===== config.mk =====
export PLATFORM = sky130hd
export DESIGN_NAME = rx_addr_filter
export DESIGN_NICKNAME = d
export VERILOG_FILES = /design/src/rtl/raf_pkg.sv /design/src/rtl/raf_byte_seq.sv /design/src/rtl/raf_addr_cmp.sv /design/src/rtl/raf_hash_lookup.sv /design/src/rtl/rx_addr_filter.sv
export SDC_FILE = /design/constraint.sdc
export NUM_CORES = 1
export LEC_CHECK = 0
export BUFFER_PORTS_ARGS = -buffer_cell sky130_fd_sc_hd__buf_2
export CAP_MARGIN = 20
export CORE_UTILIZATION = 45
export DETAILED_ROUTE_END_ITERATION = 16
export PLACE_DENSITY = 0.93
export SETUP_SLACK_MARGIN = 0.2
export SLEW_MARGIN = 40
export SYNTH_ARGS = -nofsm -noshare
export SYNTH_HDL_FRONTEND = slang
export SYNTH_SLANG_ARGS = --single-unit

===== constraint.sdc =====
create_clock -name clk -period 5.4 [get_ports clk]
set_input_delay 0.54 -clock clk [delete_from_list [all_inputs] [get_ports clk]]
set_output_delay 0.54 -clock clk [all_outputs]
set_load 0.02 [all_outputs]

===== src/rtl/raf_pkg.sv =====
package raf_pkg;
   typedef enum logic [1:0] {
      MK_INDIV   = 2'd0,
      MK_BCAST   = 2'd1,
      MK_MCAST   = 2'd2,
      MK_PROMISC = 2'd3
   } match_kind_e;
endpackage


===== src/rtl/raf_byte_seq.sv =====
// Tracks which destination byte is on the input.
module raf_byte_seq #(
   parameter int ADDR_BYTES = 6,
   parameter int CNT_W      = $clog2(ADDR_BYTES + 1)
) (
   input  logic             clk,
   input  logic             rst_n,
   input  logic             in_valid,
   input  logic             in_sof,
   output logic             take,
   output logic             first,
   output logic             last,
   output logic [CNT_W-1:0] idx
);
   localparam logic [CNT_W-1:0] FULL     = CNT_W'(ADDR_BYTES);
   localparam logic [CNT_W-1:0] LAST_IDX = CNT_W'(ADDR_BYTES - 1);

   logic [CNT_W-1:0] cnt_q;

   always_comb begin
      first = in_valid && in_sof;
      take  = first || (in_valid && (cnt_q != '0) && (cnt_q < FULL));
      idx   = first ? '0 : cnt_q;
      last  = take && (idx == LAST_IDX);
   end

   always_ff @(posedge clk) begin
      if (!rst_n)
         cnt_q <= '0;
      else if (take)
         cnt_q <= idx + 1'b1;
   end
endmodule


===== src/rtl/raf_addr_cmp.sv =====
// Address comparison: running flags (style 0) or capture then compare (style 1).
module raf_addr_cmp #(
   parameter int ADDR_BYTES  = 6,
   parameter int BYTE_W      = 8,
   parameter int CNT_W       = $clog2(ADDR_BYTES + 1),
   parameter int MATCH_STYLE = 0
) (
   input  logic                         clk,
   input  logic                         rst_n,
   input  logic                         take,
   input  logic                         first,
   input  logic [CNT_W-1:0]             idx,
   input  logic [BYTE_W-1:0]            in_byte,
   input  logic [ADDR_BYTES*BYTE_W-1:0] station_addr,
   output logic                         ind_eq,
   output logic                         bc_eq,
   output logic                         mc_bit
);
   generate
      if (MATCH_STYLE == 0) begin : g_running
         logic [BYTE_W-1:0] sta_bytes [ADDR_BYTES];
         logic [BYTE_W-1:0] sta_byte;
         logic              byte_eq, byte_ff, ind_now, bc_now;
         logic              ind_q, bc_q, mc_q;

         for (genvar k = 0; k < ADDR_BYTES; k++) begin : g_split
            assign sta_bytes[k] = station_addr[k*BYTE_W +: BYTE_W];
         end

         always_comb begin
            sta_byte = '0;
            for (int k = 0; k < ADDR_BYTES; k++)
               if (idx == CNT_W'(k)) sta_byte = sta_bytes[k];
            byte_eq = (in_byte == sta_byte);
            byte_ff = &in_byte;
            ind_now = (first || ind_q) && byte_eq;
            bc_now  = (first || bc_q) && byte_ff;
         end

         always_ff @(posedge clk) begin
            if (!rst_n) begin
               ind_q <= 1'b0;
               bc_q  <= 1'b0;
               mc_q  <= 1'b0;
            end else if (take) begin
               ind_q <= ind_now;
               bc_q  <= bc_now;
               if (first) mc_q <= in_byte[0];
            end
         end

         assign ind_eq = ind_now;
         assign bc_eq  = bc_now;
         assign mc_bit = first ? in_byte[0] : mc_q;
      end else begin : g_capture
         localparam int ADDR_W = ADDR_BYTES * BYTE_W;
         logic [BYTE_W-1:0] cap_q [ADDR_BYTES-1];
         logic [ADDR_W-1:0] full;

         always_ff @(posedge clk) begin
            if (!rst_n)
               cap_q[0] <= '0;
            else if (first)
               cap_q[0] <= in_byte;
         end

         for (genvar k = 1; k < ADDR_BYTES - 1; k++) begin : g_slot
            always_ff @(posedge clk) begin
               if (!rst_n)
                  cap_q[k] <= '0;
               else if (take && (idx == CNT_W'(k)))
                  cap_q[k] <= in_byte;
            end
         end

         for (genvar k = 0; k < ADDR_BYTES - 1; k++) begin : g_join
            assign full[k*BYTE_W +: BYTE_W] = cap_q[k];
         end
         assign full[ADDR_W-1 -: BYTE_W] = in_byte;

         assign ind_eq = (full == station_addr);
         assign bc_eq  = &full;
         assign mc_bit = full[0];
      end
   endgenerate
endmodule


===== src/rtl/raf_hash_lookup.sv =====
// Upper hash bits pick a table byte, lower bits pick the bit in it.
module raf_hash_lookup #(
   parameter int HASH_W = 6,
   parameter int BYTE_W = 8
) (
   input  logic [(1<<HASH_W)-1:0] table_bits,
   input  logic [HASH_W-1:0]      hash,
   output logic                   hit
);
   localparam int SEL_W = $clog2(BYTE_W);
   localparam int ROW_W = HASH_W - SEL_W;
   localparam int ROWS  = 1 << ROW_W;

   logic [BYTE_W-1:0] rows [ROWS];
   logic [BYTE_W-1:0] row_sel;

   for (genvar r = 0; r < ROWS; r++) begin : g_row
      assign rows[r] = table_bits[r*BYTE_W +: BYTE_W];
   end

   always_comb begin
      row_sel = rows[hash[HASH_W-1:SEL_W]];
      hit     = row_sel[hash[SEL_W-1:0]];
   end
endmodule


===== src/rtl/rx_addr_filter.sv =====
module rx_addr_filter #(
   parameter int ADDR_BYTES  = 6,
   parameter int BYTE_W      = 8,
   parameter int HASH_W      = 6,
   parameter int MATCH_STYLE = 0
) (
   input  logic                         clk,
   input  logic                         rst_n,
   input  logic                         rx_valid,
   input  logic                         rx_sof,
   input  logic [BYTE_W-1:0]            rx_byte,
   input  logic [HASH_W-1:0]            crc_hash,
   input  logic                         promisc_en,
   input  logic                         allmulti_en,
   input  logic [ADDR_BYTES*BYTE_W-1:0] station_addr,
   input  logic [(1<<HASH_W)-1:0]       mcast_table,
   output logic                         dec_valid,
   output logic                         dec_accept,
   output logic [1:0]                   dec_kind
);
   import raf_pkg::*;

   localparam int CNT_W = $clog2(ADDR_BYTES + 1);
   localparam int SEL_W = $clog2(BYTE_W);

   generate
      if (ADDR_BYTES < 2) begin : g_bad_bytes
         $error("ADDR_BYTES must be at least 2");
      end
      if ((1 << SEL_W) != BYTE_W) begin : g_bad_width
         $error("BYTE_W must be a power of two");
      end
      if (HASH_W <= SEL_W) begin : g_bad_hash
         $error("HASH_W must exceed log2(BYTE_W)");
      end
      if ((MATCH_STYLE != 0) && (MATCH_STYLE != 1)) begin : g_bad_style
         $error("MATCH_STYLE must be 0 or 1");
      end
   endgenerate

   logic             take, first, last;
   logic [CNT_W-1:0] idx;
   logic             ind_eq, bc_eq, mc_bit, hash_hit;

   raf_byte_seq #(.ADDR_BYTES(ADDR_BYTES), .CNT_W(CNT_W)) u_seq (
      .clk(clk), .rst_n(rst_n), .in_valid(rx_valid), .in_sof(rx_sof),
      .take(take), .first(first), .last(last), .idx(idx)
   );

   raf_addr_cmp #(
      .ADDR_BYTES(ADDR_BYTES), .BYTE_W(BYTE_W), .CNT_W(CNT_W), .MATCH_STYLE(MATCH_STYLE)
   ) u_cmp (
      .clk(clk), .rst_n(rst_n), .take(take), .first(first), .idx(idx),
      .in_byte(rx_byte), .station_addr(station_addr),
      .ind_eq(ind_eq), .bc_eq(bc_eq), .mc_bit(mc_bit)
   );

   raf_hash_lookup #(.HASH_W(HASH_W), .BYTE_W(BYTE_W)) u_hash (
      .table_bits(mcast_table), .hash(crc_hash), .hit(hash_hit)
   );

   match_kind_e kind_n;
   logic        acc_n;

   // Priority: broadcast, own address, group, promiscuous.
   always_comb begin
      kind_n = MK_INDIV;
      acc_n  = 1'b0;
      if (bc_eq) begin
         kind_n = MK_BCAST;
         acc_n  = 1'b1;
      end else if (ind_eq) begin
         kind_n = MK_INDIV;
         acc_n  = 1'b1;
      end else if (mc_bit && (allmulti_en || hash_hit)) begin
         kind_n = MK_MCAST;
         acc_n  = 1'b1;
      end else if (promisc_en) begin
         kind_n = MK_PROMISC;
         acc_n  = 1'b1;
      end
   end

   always_ff @(posedge clk) begin
      if (!rst_n) begin
         dec_valid  <= 1'b0;
         dec_accept <= 1'b0;
         dec_kind   <= MK_INDIV;
      end else begin
         dec_valid  <= last;
         dec_accept <= last && acc_n;
         dec_kind   <= (last && acc_n) ? kind_n : MK_INDIV;
      end
   end
endmodule


Word-level counts from Yosys, hierarchy flattened. Index checks and enable logic that the tools add are counted. W data, S select, Z words.

Magnitude comparators: 3. Reductions and logical operators: 17. Bitwise gates (word level): 3. Mux-type cells: 21. $add $sub $neg: 1. Equal/unequal tests: 6.

Operators by type and width (count): $mux W8 (8); $bmux W8 S3 (1); $eq A8 B8 Y1 (1); $logic_and A1 B1 Y1 (8); $mux W1 (8); $reduce_and A8 Y1 (1); $eq A3 B2 Y1 const B (2); $eq A3 B3 Y1 const B (2); $ge A4 B4 Y1 const B (1); $logic_or A1 B1 Y1 (4); $lt A3 B4 Y1 const B (1); $mux W2 (2); $not A3 Y4 (1); $reduce_or A4 Y1 (1); $add A3 B1 Y3 const B (1); $bmux W1 S3 (1); $eq A3 B1 Y1 const B (1); $logic_not A3 Y1 (1); $lt A3 B3 Y1 const B (1); $mux W3 (1); $reduce_bool A3 Y1 (1); $not A1 Y1 (2); $reduce_and A2 Y1 (1).

Flip-flop bits (word level): 10.

Longest topological paths before layout. Gate-level depths: netlist (run 1).

Word-level depth: 16. Mapped depth: 13. Gate-level depth less buffers: 12.

Cells and area by module. A second synthesis (run 1) with hierarchy kept.

Cell total of the unflattened synthesis: 229. Area total of the unflattened synthesis: 1898.1 µm².

By module, submodules not included: raf_addr_cmp (instances 1, sequential area each 60.1 µm², area an instance 877.1 µm², cells each 116); raf_hash_lookup (instances 1, sequential area each 0.0 µm², area an instance 600.6 µm², cells each 62); raf_byte_seq (instances 1, sequential area each 60.1 µm², area an instance 272.8 µm², cells each 38); rx_addr_filter (instances 1, sequential area each 80.1 µm², area an instance 147.6 µm², cells each 13).

Worst setup path after synthesis (run 1). Ideal clock, no wire load.

Path kind: input to register. Start: input rx_sof. End: register dec_accept. Data arrival time: 2.579 ns. Path buffers: 0. Path slack: 2.702 ns. Library setup time: 0.120 ns. Required time: 5.280 ns. Stages: 11. Cells stage by stage: nand2_1 -> and2_1 -> ha_1 -> or4b_1 -> a21oi_1 -> a211oi_1 -> nor4bb_1 -> nor4_1 -> nand4b_1 -> nor3_2 -> o31a_1.

Word-level cells in the longest chain between the ends: 14.

Ends and longest elaborated chain: start: declaration (line rx_addr_filter.sv:10) `input logic rx_sof,`; $logic_and A1 B1 Y1 * (line raf_byte_seq.sv:21) `first = in_valid && in_sof;`; $mux W3 (line raf_byte_seq.sv:23) `idx = first ? '0 : cnt_q;`; $logic_not A3 Y1 (line raf_addr_cmp.sv:33) `if (idx == CNT_W'(k)) sta_byte = sta_bytes[k];`; $mux W8 (6 in series) (line raf_addr_cmp.sv:33); $eq A8 B8 Y1 (line raf_addr_cmp.sv:34) `byte_eq = (in_byte == sta_byte);`; $logic_and A1 B1 Y1 (line raf_addr_cmp.sv:36) `ind_now = (first || ind_q) && byte_eq;`; $mux W1 (line rx_addr_filter.sv:72) `end else if (ind_eq) begin`; $mux W1 (line rx_addr_filter.sv:69) `if (bc_eq) begin`; $logic_and A1 B1 Y1 * (line rx_addr_filter.sv:91) `dec_accept <= last && acc_n;`; end signal: assignment (line rx_addr_filter.sv:91); end: declaration (line rx_addr_filter.sv:18) `output logic dec_accept,`.

Every way passes the cells marked *; elsewhere a longest branch is shown, timed or not. A chain may end at the register's enable or synchronous reset.

Final worst setup path (run 1).
Start: register u_seq.cnt_q[2]. End: register u_cmp.g_running.ind_q.

Word-level cells in the longest chain between the ends: 10.

Ends and longest elaborated chain: start: declaration (line raf_byte_seq.sv:18) `logic [CNT_W-1:0] cnt_q;`; start signal: assignment (line raf_byte_seq.sv:31) `cnt_q <= idx + 1'b1;`; $mux W3 (line raf_byte_seq.sv:23); $logic_not A3 Y1 (line raf_addr_cmp.sv:33); $mux W8 (6 in series) (line raf_addr_cmp.sv:33); $eq A8 B8 Y1 (line raf_addr_cmp.sv:34); $logic_and A1 B1 Y1 (line raf_addr_cmp.sv:36); end signal: assignment (line raf_addr_cmp.sv:46) `ind_q <= ind_now;`; end: declaration (line raf_addr_cmp.sv:24) `logic ind_q, bc_q, mc_q;`.

Several ways; a longest one is shown, not always the timed one.

==> results of run 1 <==
-- worst reg2reg max path: stages (launching register included) --
cell and delay, ps:
dfxtp_1 470, a21boi_4 590, inv_2 210, ha_1 380
clkinv_1 230, o221a_2 220, o211ai_1 110, and3_1 220
nor4_1 230, o211ai_1 170, o32ai_2 280
-- cells in the final DEF, fill, tap and decap left out, types with 2 or more instances in the layout --
master / synthesis / layout
a211o_1: 2 / 2
inv_1: 10 / 10
clkbuf_8: 0 / 3
a31oi_1: 4 / 4
nor4_1: 3 / 3
a32oi_1: 2 / 2
nand4_1: 3 / 3
xor2_1: 4 / 4
o2111ai_1: 2 / 2
o211a_1: 2 / 2
dfxtp_1: 10 / 10
buf_2: 5 / 135
ha_1: 3 / 2
a211oi_1: 6 / 6
nor2b_1: 4 / 4
o221ai_1: 2 / 2
o22ai_1: 2 / 2
nand2_1: 20 / 20
o31a_1: 2 / 2
mux4_2: 12 / 12
nor2_1: 15 / 15
nand3_1: 8 / 8
nand2b_1: 6 / 6
a21oi_1: 21 / 21
a211oi_2: 2 / 2
o21ai_0: 5 / 5
a22oi_1: 2 / 2
o211ai_1: 4 / 4
nor3b_1: 2 / 2
a2111oi_0: 2 / 2
mux2i_1: 5 / 5
o21ai_1: 4 / 4
and2_1: 6 / 6
and3_1: 2 / 2
xnor2_1: 3 / 3
mux4_1: 4 / 4
nor4bb_1: 3 / 3
or3_1: 3 / 3
mux2_2: 2 / 2
nor3_1: 6 / 6
-- routing by layer --
layer	share of wire (%)	wire, um
met1	37	2480
met2	52	3480
met3	9.5	638
met5	0	0
met4	2.0	136
-- final timing paths --
| check | startpoint | endpoint | slack [ps] | depth (start not counted) |
|---|---|---|---|---|
| setup / recovery | u_seq.cnt_q[2] | u_cmp.g_running.ind_q | 2190 | 10 |
| hold / removal | u_cmp.g_running.ind_q | u_cmp.g_running.ind_q | 520 | 2 |
| setup reg to reg | u_seq.cnt_q[2] | u_cmp.g_running.ind_q | 2190 | 10 |
| hold reg to reg | u_cmp.g_running.ind_q | u_cmp.g_running.ind_q | 520 | 2 |
-- logic make-up (layout without fill, tap and decap cells) --
group | count (synthesis) | count (layout) | share of synthesized area [%]
other | 0 | 1 | 0
and+or+nand+nor | 92 | 92 | 25.6
adders and majority gates | 3 | 3 | 1.86
xor gates and xnor gates | 7 | 7 | 3.03
buffers and inverters | 29 | 150 | 7.73
DFF | 10 | 10 | 9.89
AOI/OAI and AO/OA | 80 | 80 | 29.7
muxes | 23 | 23 | 22.1
-- state kept, by name, summed over array words and instances (netlist names) --
name                   count
dec_accept                 1
u_seq.cnt_q                3
dec_kind                   2
u_cmp.g_running.mc_q       1
u_cmp.g_running.ind_q      1
u_cmp.g_running.bc_q       1
dec_valid                  1
-- area by class of cell --
type                       instances  area (um^2)  area share (%)
multi-input combinational        205         1670            61.8
timing repair buffer             135          676            25.0
sequential                        10          200            7.42
tap                               52         65.1            2.41
inverter                          12         45.0            1.67
clock buffer                       3         41.3            1.53
antenna                            1         2.50          0.0927
-- per-stage QoR --
| stage | power (mW) | utilization [%] | cell area [um^2] | hold WS (ps) | std cells |
|---|---|---|---|---|---|
| after floorplan | 0.209 | - | 2020 | 464 | 244 |
| after global placement | 0.277 | 61.3 | 2650 | 493 | 414 |
| after detailed placement | 0.280 | 61.4 | 2660 | 509 | 414 |
| after CTS | 0.354 | 62.4 | 2700 | 515 | 417 |
| after global routing | 0.379 | 62.4 | 2700 | 524 | 418 |
| final | 0.357 | 62.4 | 2700 | 518 | 418 |
-- where the power goes --
group / internal, mW / switching, mW / total (mW)
clock: 0.0484 / 0.0246 / 0.0730
combinational: 0.105 / 0.0982 / 0.203
sequential: 0.0759 / 0.00483 / 0.0808
==> results.json, run 1 <==
{
  "outcome": "finished, final reports clean",
  "grt_pass1_vias": 2472,
  "setup_violations": 0,
  "fin_skew_ps": 4.40,
  "htreeDepth": 1,
  "fin_crit_sh_pct": 59.4,
  "synth_nets": 379,
  "netlist_area_um2": 2020,
  "drt_wl_total_mm": 6.73,
  "rsz0062_at_grt": "false",
  "gp_congestion": 0.914,
  "layout.nets": 502,
  "grt_max_degree": 30,
  "port_buffers": 135,
  "crit_top_cell": "o211ai_1",
  "hold_viol_final": 0,
  "synth.largest_area_cell": "mux4_2",
  "fmax_mhz": 312,
  "path_max_fanout": 23,
  "synth_top_cell_area_share_pct": 13.4,
  "dr.pass1.iters": 6,
  "crit_family": "compound AO/OA/AOI/OAI gates",
  "fillers": 387,
  "crit_arrival_ps": 3340,
  "crit_chain": "a21boi_4, inv_2, ha_1, clkinv_1, o221a_2, o211ai_1, and3_1, nor4_1, o211ai_1, o32ai_2",
  "cts-root-buf": "clkbuf_8",
  "dieHeight_um": 69.1,
  "synth_area_leaders": "mux4_2, dfxtp_1, a21oi_1, mux4_1, nand2_1",
  "dp_slack_ps": 2100,
  "hpwl_mm": 5.42,
  "yosysWarnings": 0,
  "period_minus_slack_ps": 3210,
  "die_w_um": 69.1,
  "drt_iter0_drc": 229,
  "antenna_found_initial": 1,
  "drc": 0,
  "cts_setup_buffers": 0,
  "ys.flop_type": "dfxtp_1",
  "design.core.area_um2": 4320,
  "cpMaxStageDelayCell": "a21boi_4",
  "tightest_slew_ps": 660,
  "synth_edf_count": 0,
  "clockBufferDepth": 2,
  "wire_per_inst_um": 16.1,
  "cp-start-kind": "flip-flop",
  "grt_util_met3_pct": 4.39,
  "vias": 2596,
  "p_per_area_nw_per_um2": 132,
  "synth_cell_types": 72,
  "crit_type": "flip-flop to flip-flop",
  "finalMaxSlewViolations": 0,
  "ys_top_cells_by_count": "a21oi_1, nand2_1, nor2_1, mux4_2",
  "p_leak_nw": 1.23,
  "cts_sinks": 10,
  "insertion_delay_ps": 230,
  "maxCapViolCount": 0,
  "drive_gt1_share_pct": 45.8,
  "top_usage_layer": "met2",
  "cts_tree": "built",
  "synth_most_common_cell": "a21oi_1",
  "grtUsageMet1_pct": 30.5,
  "numCtsBuffers": 3,
  "setup_tns_ps": 0,
  "viasPerCell": 6.21,
  "track_usage_pct": 27.1,
  "ys_ff_latch": 10,
  "crit_buf_inv": 2,
  "start_util_pct": 46.8,
  "cts_hold_buf": 0,
  "fp-row-count": 24,
  "syn_inst": 244,
  "irDropWorstVdd_mv": 0.0700,
  "ys_seq_area_share_pct": 9.89,
  "syn_avg_cell_area_um2": 8.29,
  "area_growth_pct": 33.4,
  "ant_nets": 0,
  "setup_ws_ps": 2190,
  "grt_pass1_wl_mm": 10.6,
  "hold_path.class": "flip-flop to flip-flop",
  "cpPeakStageDelay_ps": 590,
  "clk_pin_slew_ps": 40,
  "grt-ovfl-total": 0,
  "grtUsageMet2_pct": 50.2,
  "critPathCaptureType": "flip-flop",
  "relSlewSlack_pct": 55.8,
  "worstPathRequired_ps": 5540,
  "synth-async-reset-ratio_pct": 0,
  "die-area_um2": 4770,
  "io-pin-count": 136,
  "ctsResizeCount": 0
}
(Power assumes the default switching activity.)
==> inputs of run 2 (changes only) <==
--- a/config.mk
+++ b/config.mk
@@ -7,9 +7,9 @@
 export LEC_CHECK = 0
 export BUFFER_PORTS_ARGS = -buffer_cell sky130_fd_sc_hd__buf_2
 export CAP_MARGIN = 20
-export CORE_UTILIZATION = 45
+export CORE_UTILIZATION = 39
 export DETAILED_ROUTE_END_ITERATION = 16
-export PLACE_DENSITY = 0.93
+export PLACE_DENSITY = 0.86
 export SETUP_SLACK_MARGIN = 0.2
 export SLEW_MARGIN = 40
 export SYNTH_ARGS = -nofsm -noshare
==> constraint.sdc (replaced) <==
create_clock -name clk -period 2.85 [get_ports clk]
set_input_delay 0.285 -clock clk [delete_from_list [all_inputs] [get_ports clk]]
set_output_delay 0.285 -clock clk [all_outputs]
set_load 0.02 [all_outputs]
==> results.json, run 2 (same netlist as run 1, synthesis figures left out) <==
{
  "cts-root-buf": "clkbuf_8",
  "final_common_cell": "buf_2",
  "finalMaxSlewViolations": 0,
  "crit_arrival_ps": 2620,
  "drive_gt1_share_pct": 49.3,
  "die_w_um": 74.0,
  "grt_pass1_vias": 2509,
  "path_max_fanout": 10,
  "dr.pass1.iters": 4,
  "crit_family": "simple AND/OR/NAND/NOR gates",
  "worstPathRequired_ps": 2940,
  "relSlewSlack_pct": 68.9,
  "track_usage_pct": 25.7,
  "crit_buf_inv": 0,
  "cpPeakStageDelay_ps": 510,
  "drt_wl_total_mm": 7.02,
  "vias": 2585,
  "hpwl_mm": 5.81,
  "wire_per_inst_um": 15.8,
  "design.core.area_um2": 4850,
  "setup_tns_ps": 0,
  "p_total_mw": 0.699,
  "area_growth_pct": 40.0,
  "tightest_slew_ps": 465,
  "drt_iter0_drc": 190,
  "gp_congestion": 0.937,
  "fmax_mhz": 396,
  "drc": 0,
  "maxCapViolCount": 0,
  "start_util_pct": 41.7,
  "clockBufferDepth": 2,
  "cpMaxStageDelayCell": "or4b_1",
  "dieHeight_um": 74.0,
  "htreeDepth": 1,
  "period_minus_slack_ps": 2530,
  "diodes": 0,
  "crit_type": "flip-flop to flip-flop",
  "outcome": "finished, final reports clean",
  "cts_sinks": 10,
  "setup_violations": 0,
  "cts_tree": "built",
  "crit_chain": "and2_1, ha_1, or4b_1, a21oi_2, nand2_1, nor4bb_2, nor4_1, nand4b_1, nor3_2, nor4bb_1",
  "rsz0062_at_grt": "true",
  "layout.nets": 514,
  "io-pin-count": 136,
  "port_buffers": 135,
  "clk_pin_slew_ps": 40,
  "die-area_um2": 5480,
  "cts_setup_buffers": 0,
  "grt_pass1_wl_mm": 10.9,
  "fin_skew_ps": 0.930,
  "grt_max_degree": 29,
  "critPathCaptureType": "flip-flop",
  "ant_nets": 0,
  "top_register": "u_seq.cnt_q",
  "numCtsBuffers": 3,
  "hold_viol_final": 0,
  "antenna_found_initial": 0,
  "p_per_area_nw_per_um2": 247,
  "layout_common_cells": "buf_2, nand2_1, a21oi_1",
  "viasPerCell": 5.82,
  "grt-ovfl-total": 0,
  "largest_register_ffs": 3,
  "fp-row-count": 25,
  "irDropWorstVdd_mv": 0.114,
  "insertion_delay_ps": 230,
  "fin_crit_sh_pct": 88.6,
  "cp-start-kind": "flip-flop",
  "hold_path.class": "input port to flip-flop",
  "largestRegisters": "u_seq.cnt_q: 3 flops, dec_kind: 2 flops",
  "p_leak_nw": 1.30,
  "fillers": 448
}
## run 2: cell types whose count changed in the layout (fill, tap and decap cells not counted), sizes merged
cell and delta:
buf +12, diode -1
## run 2: repair_timing
action,4_1_cts,5_1_grt
hold buffers,0,0
gates resized for setup,0,10
endpoints found under the setup margin,0,4
## run 2: per-stage QoR
step / setup WS, ps / hold WS [ps] / std cells / area [um^2] / util (%)
after detailed placement: 140 / 522 / 441 / 2760 / 57.0
after global placement: 211 / 501 / 441 / 2760 / 57.0
final: 325 / 322 / 444 / 2830 / 58.4
after global routing: 194 / 326 / 444 / 2830 / 58.4
after CTS: 218 / 314 / 444 / 2800 / 57.8
after floorplan: 324 / 407 / 244 / 2020 / -
## run 2: worst reg2reg max path, cell delays in order (launching register included)
cell,delay (ps)
dfxtp_2,370
and2_1,170
ha_1,210
or4b_1,520
a21oi_2,190
nand2_1,100
nor4bb_2,180
nor4_1,190
nand4b_1,150
nor3_2,230
nor4bb_1,80
## run 2: path summary, 6_finish.rpt
check | start | endpoint | slack (ps) | depth (start not counted)
setup reg to reg | u_seq.cnt_q[0] | dec_kind[1] | 320 | 10
hold / removal | promisc_en | dec_kind[0] | 320 | 3
setup / recovery | u_seq.cnt_q[0] | dec_kind[1] | 320 | 10
hold reg to reg | u_cmp.g_running.ind_q | u_cmp.g_running.ind_q | 530 | 2
## run 2: area by class of cell
| class | count | area, um^2 | area share, % |
|---|---|---|---|
| tap | 67 | 83.8 | 2.96 |
| clock buffer | 3 | 41.3 | 1.46 |
| timing repair buffer | 147 | 769 | 27.2 |
| multi-input combinational | 205 | 1690 | 59.5 |
| sequential | 10 | 204 | 7.20 |
| inverter | 12 | 47.5 | 1.68 |
## run 2: per-layer routing
layer / routed length [um] / GRT usage [%]
met5: 0 / 0
met4: 224 / 12.2
met3: 602 / 2.44
met2: 3370 / 45.7
met1: 2830 / 31.2
## run 2: report_power, final
| group | internal, mW | total [mW] | switching [mW] |
|---|---|---|---|
| Sequential | 0.144 | 0.151 | 0.00631 |
| Clock | 0.0919 | 0.140 | 0.0486 |
| Combinational | 0.212 | 0.408 | 0.195 |
==> inputs of run 3 (changes only) <==
--- a/config.mk
+++ b/config.mk
@@ -5,11 +5,11 @@
 export SDC_FILE = /design/constraint.sdc
 export NUM_CORES = 1
 export LEC_CHECK = 0
-export BUFFER_PORTS_ARGS = -buffer_cell sky130_fd_sc_hd__buf_2
 export CAP_MARGIN = 20
-export CORE_UTILIZATION = 39
+export CORE_UTILIZATION = 45
 export DETAILED_ROUTE_END_ITERATION = 16
-export PLACE_DENSITY = 0.86
+export DONT_BUFFER_PORTS = 1
+export PLACE_DENSITY = 0.69
 export SETUP_SLACK_MARGIN = 0.2
 export SLEW_MARGIN = 40
 export SYNTH_ARGS = -nofsm -noshare
==> results.json, run 3 (same netlist as run 1, synthesis figures left out) <==
{
  "crit_arrival_ps": 2670,
  "fin_util_pct": 49.7,
  "period_minus_slack_ps": 2500,
  "layout_common_cells": "nand2_1, a21oi_1, nor2_1",
  "p_per_area_nw_per_um2": 287,
  "gp_congestion": 1.04,
  "hpwl_mm": 4.64,
  "diodes": 0,
  "dp_cells": 288,
  "start_util_pct": 46.8,
  "vias": 2003,
  "clk_pin_slew_ps": 50,
  "critPathCaptureType": "flip-flop",
  "dr.pass1.iters": 4,
  "hold_depth": 1,
  "ant_nets": 0,
  "grt-ovfl-total": 0,
  "startpoint": "u_seq.cnt_q[0]",
  "cpPeakStageDelay_ps": 480,
  "crit_type": "flip-flop to flip-flop",
  "cts_setup_buffers": 0,
  "drt_wl_total_mm": 5.67,
  "hold_slack_ps": 169,
  "largest_register_ffs": 3,
  "setup_tns_ps": 0,
  "die_w_um": 69.1,
  "rsz0062_at_grt": "false",
  "cts_hold_buf": 0,
  "cts-root-buf": "clkbuf_8",
  "p_leak_nw": 0.753,
  "fp-row-count": 24,
  "cp-start-kind": "flip-flop",
  "reg2regPathDepth": 10,
  "viasPerCell": 6.86,
  "fin_skew_ps": 4.54,
  "numCtsBuffers": 3,
  "tightest_slew_ps": 431,
  "drt_iter0_drc": 162,
  "clockBufferDepth": 2,
  "design.core.area_um2": 4320,
  "cts_sinks": 10,
  "fmax_mhz": 401,
  "wire_per_inst_um": 19.4,
  "worstPathRequired_ps": 3030,
  "path_max_fanout": 9,
  "hold_viol_final": 0,
  "cts_tree": "built",
  "setup_violations": 0,
  "grt_max_degree": 23,
  "maxCapViolCount": 0,
  "insertion_delay_ps": 240,
  "outcome": "finished, final reports clean",
  "grt_pass1_wl_mm": 9.07,
  "drive_gt1_share_pct": 20.8,
  "grt_pass1_vias": 1862,
  "finalMaxSlewViolations": 0,
  "top_register": "u_seq.cnt_q",
  "irDropWorstVdd_mv": 0.246,
  "fillers": 422,
  "area_growth_pct": 6.18,
  "rrSetupSlack_ps": 350,
  "largestRegisters": "u_seq.cnt_q: 3 flops, dec_kind: 2 flops",
  "die-area_um2": 4770,
  "relSlewSlack_pct": 71.1,
  "crit_chain": "and2_1, ha_2, or4b_1, a21oi_2, nand2_1, nor4bb_4, nor4_1, nand4b_1, nor3_2, o31a_1",
  "htreeDepth": 1,
  "drc": 0,
  "cpMaxStageDelayCell": "or4b_1",
  "hold_path.class": "input port to flip-flop",
  "worstReg2RegEnd": "dec_accept",
  "layout.cells.non_filler": 292,
  "worst_hold_path.endpoint": "u_cmp.g_running.mc_q",
  "fin_crit_sh_pct": 87.6,
  "layout.nets": 376,
  "r2r_start": "u_seq.cnt_q[0]",
  "dieHeight_um": 69.1,
  "antenna_found_initial": 0,
  "io-pin-count": 136,
  "port_buffers": 0,
  "track_usage_pct": 23.4,
  "hold_start": "rst_n"
}
## run 3: power by group
group	total [mW]	internal, mW	switching [mW]
clock	0.177	0.121	0.0558
sequential	0.149	0.144	0.00495
combinational	0.289	0.154	0.136
total	0.616	0.419	0.196
## run 3: timing repair
action	4_1_cts	5_1_grt
resized for setup	1	11
pin swaps	1	4
endpoints found under the setup margin	2	4
endpoints found under the hold margin	0	0
## run 3: stage by stage
step                      cell area (um^2)  total power [mW]  setup WS (ps)
after global routing                  2150             0.663            212
after detailed placement              2040             0.430            162
final                                 2150             0.616            354
after CTS                             2110             0.612            221
after floorplan                       2020             0.395            324
after global placement                2040             0.429            158
## run 3: final cells by class
class | count | area (um^2) | area share, %
Clock buffer | 4 | 55.1 | 2.56
Multi-Input combinational cell | 205 | 1710 | 79.5
Timing Repair Buffer | 9 | 71.3 | 3.32
Inverter | 12 | 45.0 | 2.10
Sequential cell | 10 | 204 | 9.49
Tap cell | 52 | 65.1 | 3.03
## run 3: worst max path at each step
stage | to | slack [ps] | cells past startpoint
global placement | dec_accept | 160 | 11
CTS | dec_accept | 220 | 10
floorplan | dec_kind[1] | 320 | 12
finish | dec_accept | 350 | 10
detailed placement | dec_accept | 160 | 11
global route | dec_kind[1] | 210 | 10
## run 3: worst max-delay path: cells and delay by family (launching register included)
family / cells / cell delay (ps)
compound gates: 2 / 360
flops: 1 / 350
simple gates: 7 / 1520
fa+ha+maj: 1 / 200
## run 3: layer usage
metal / vias up / wire length (um) / track usage (%)
met2: 100 / 2710 / 35.2
li1: 964 / - / -
met1: 928 / 2390 / 32.9
met4: 0 / 75 / 6.80
met5: - / 0 / 0
met3: 11 / 492 / 6.14
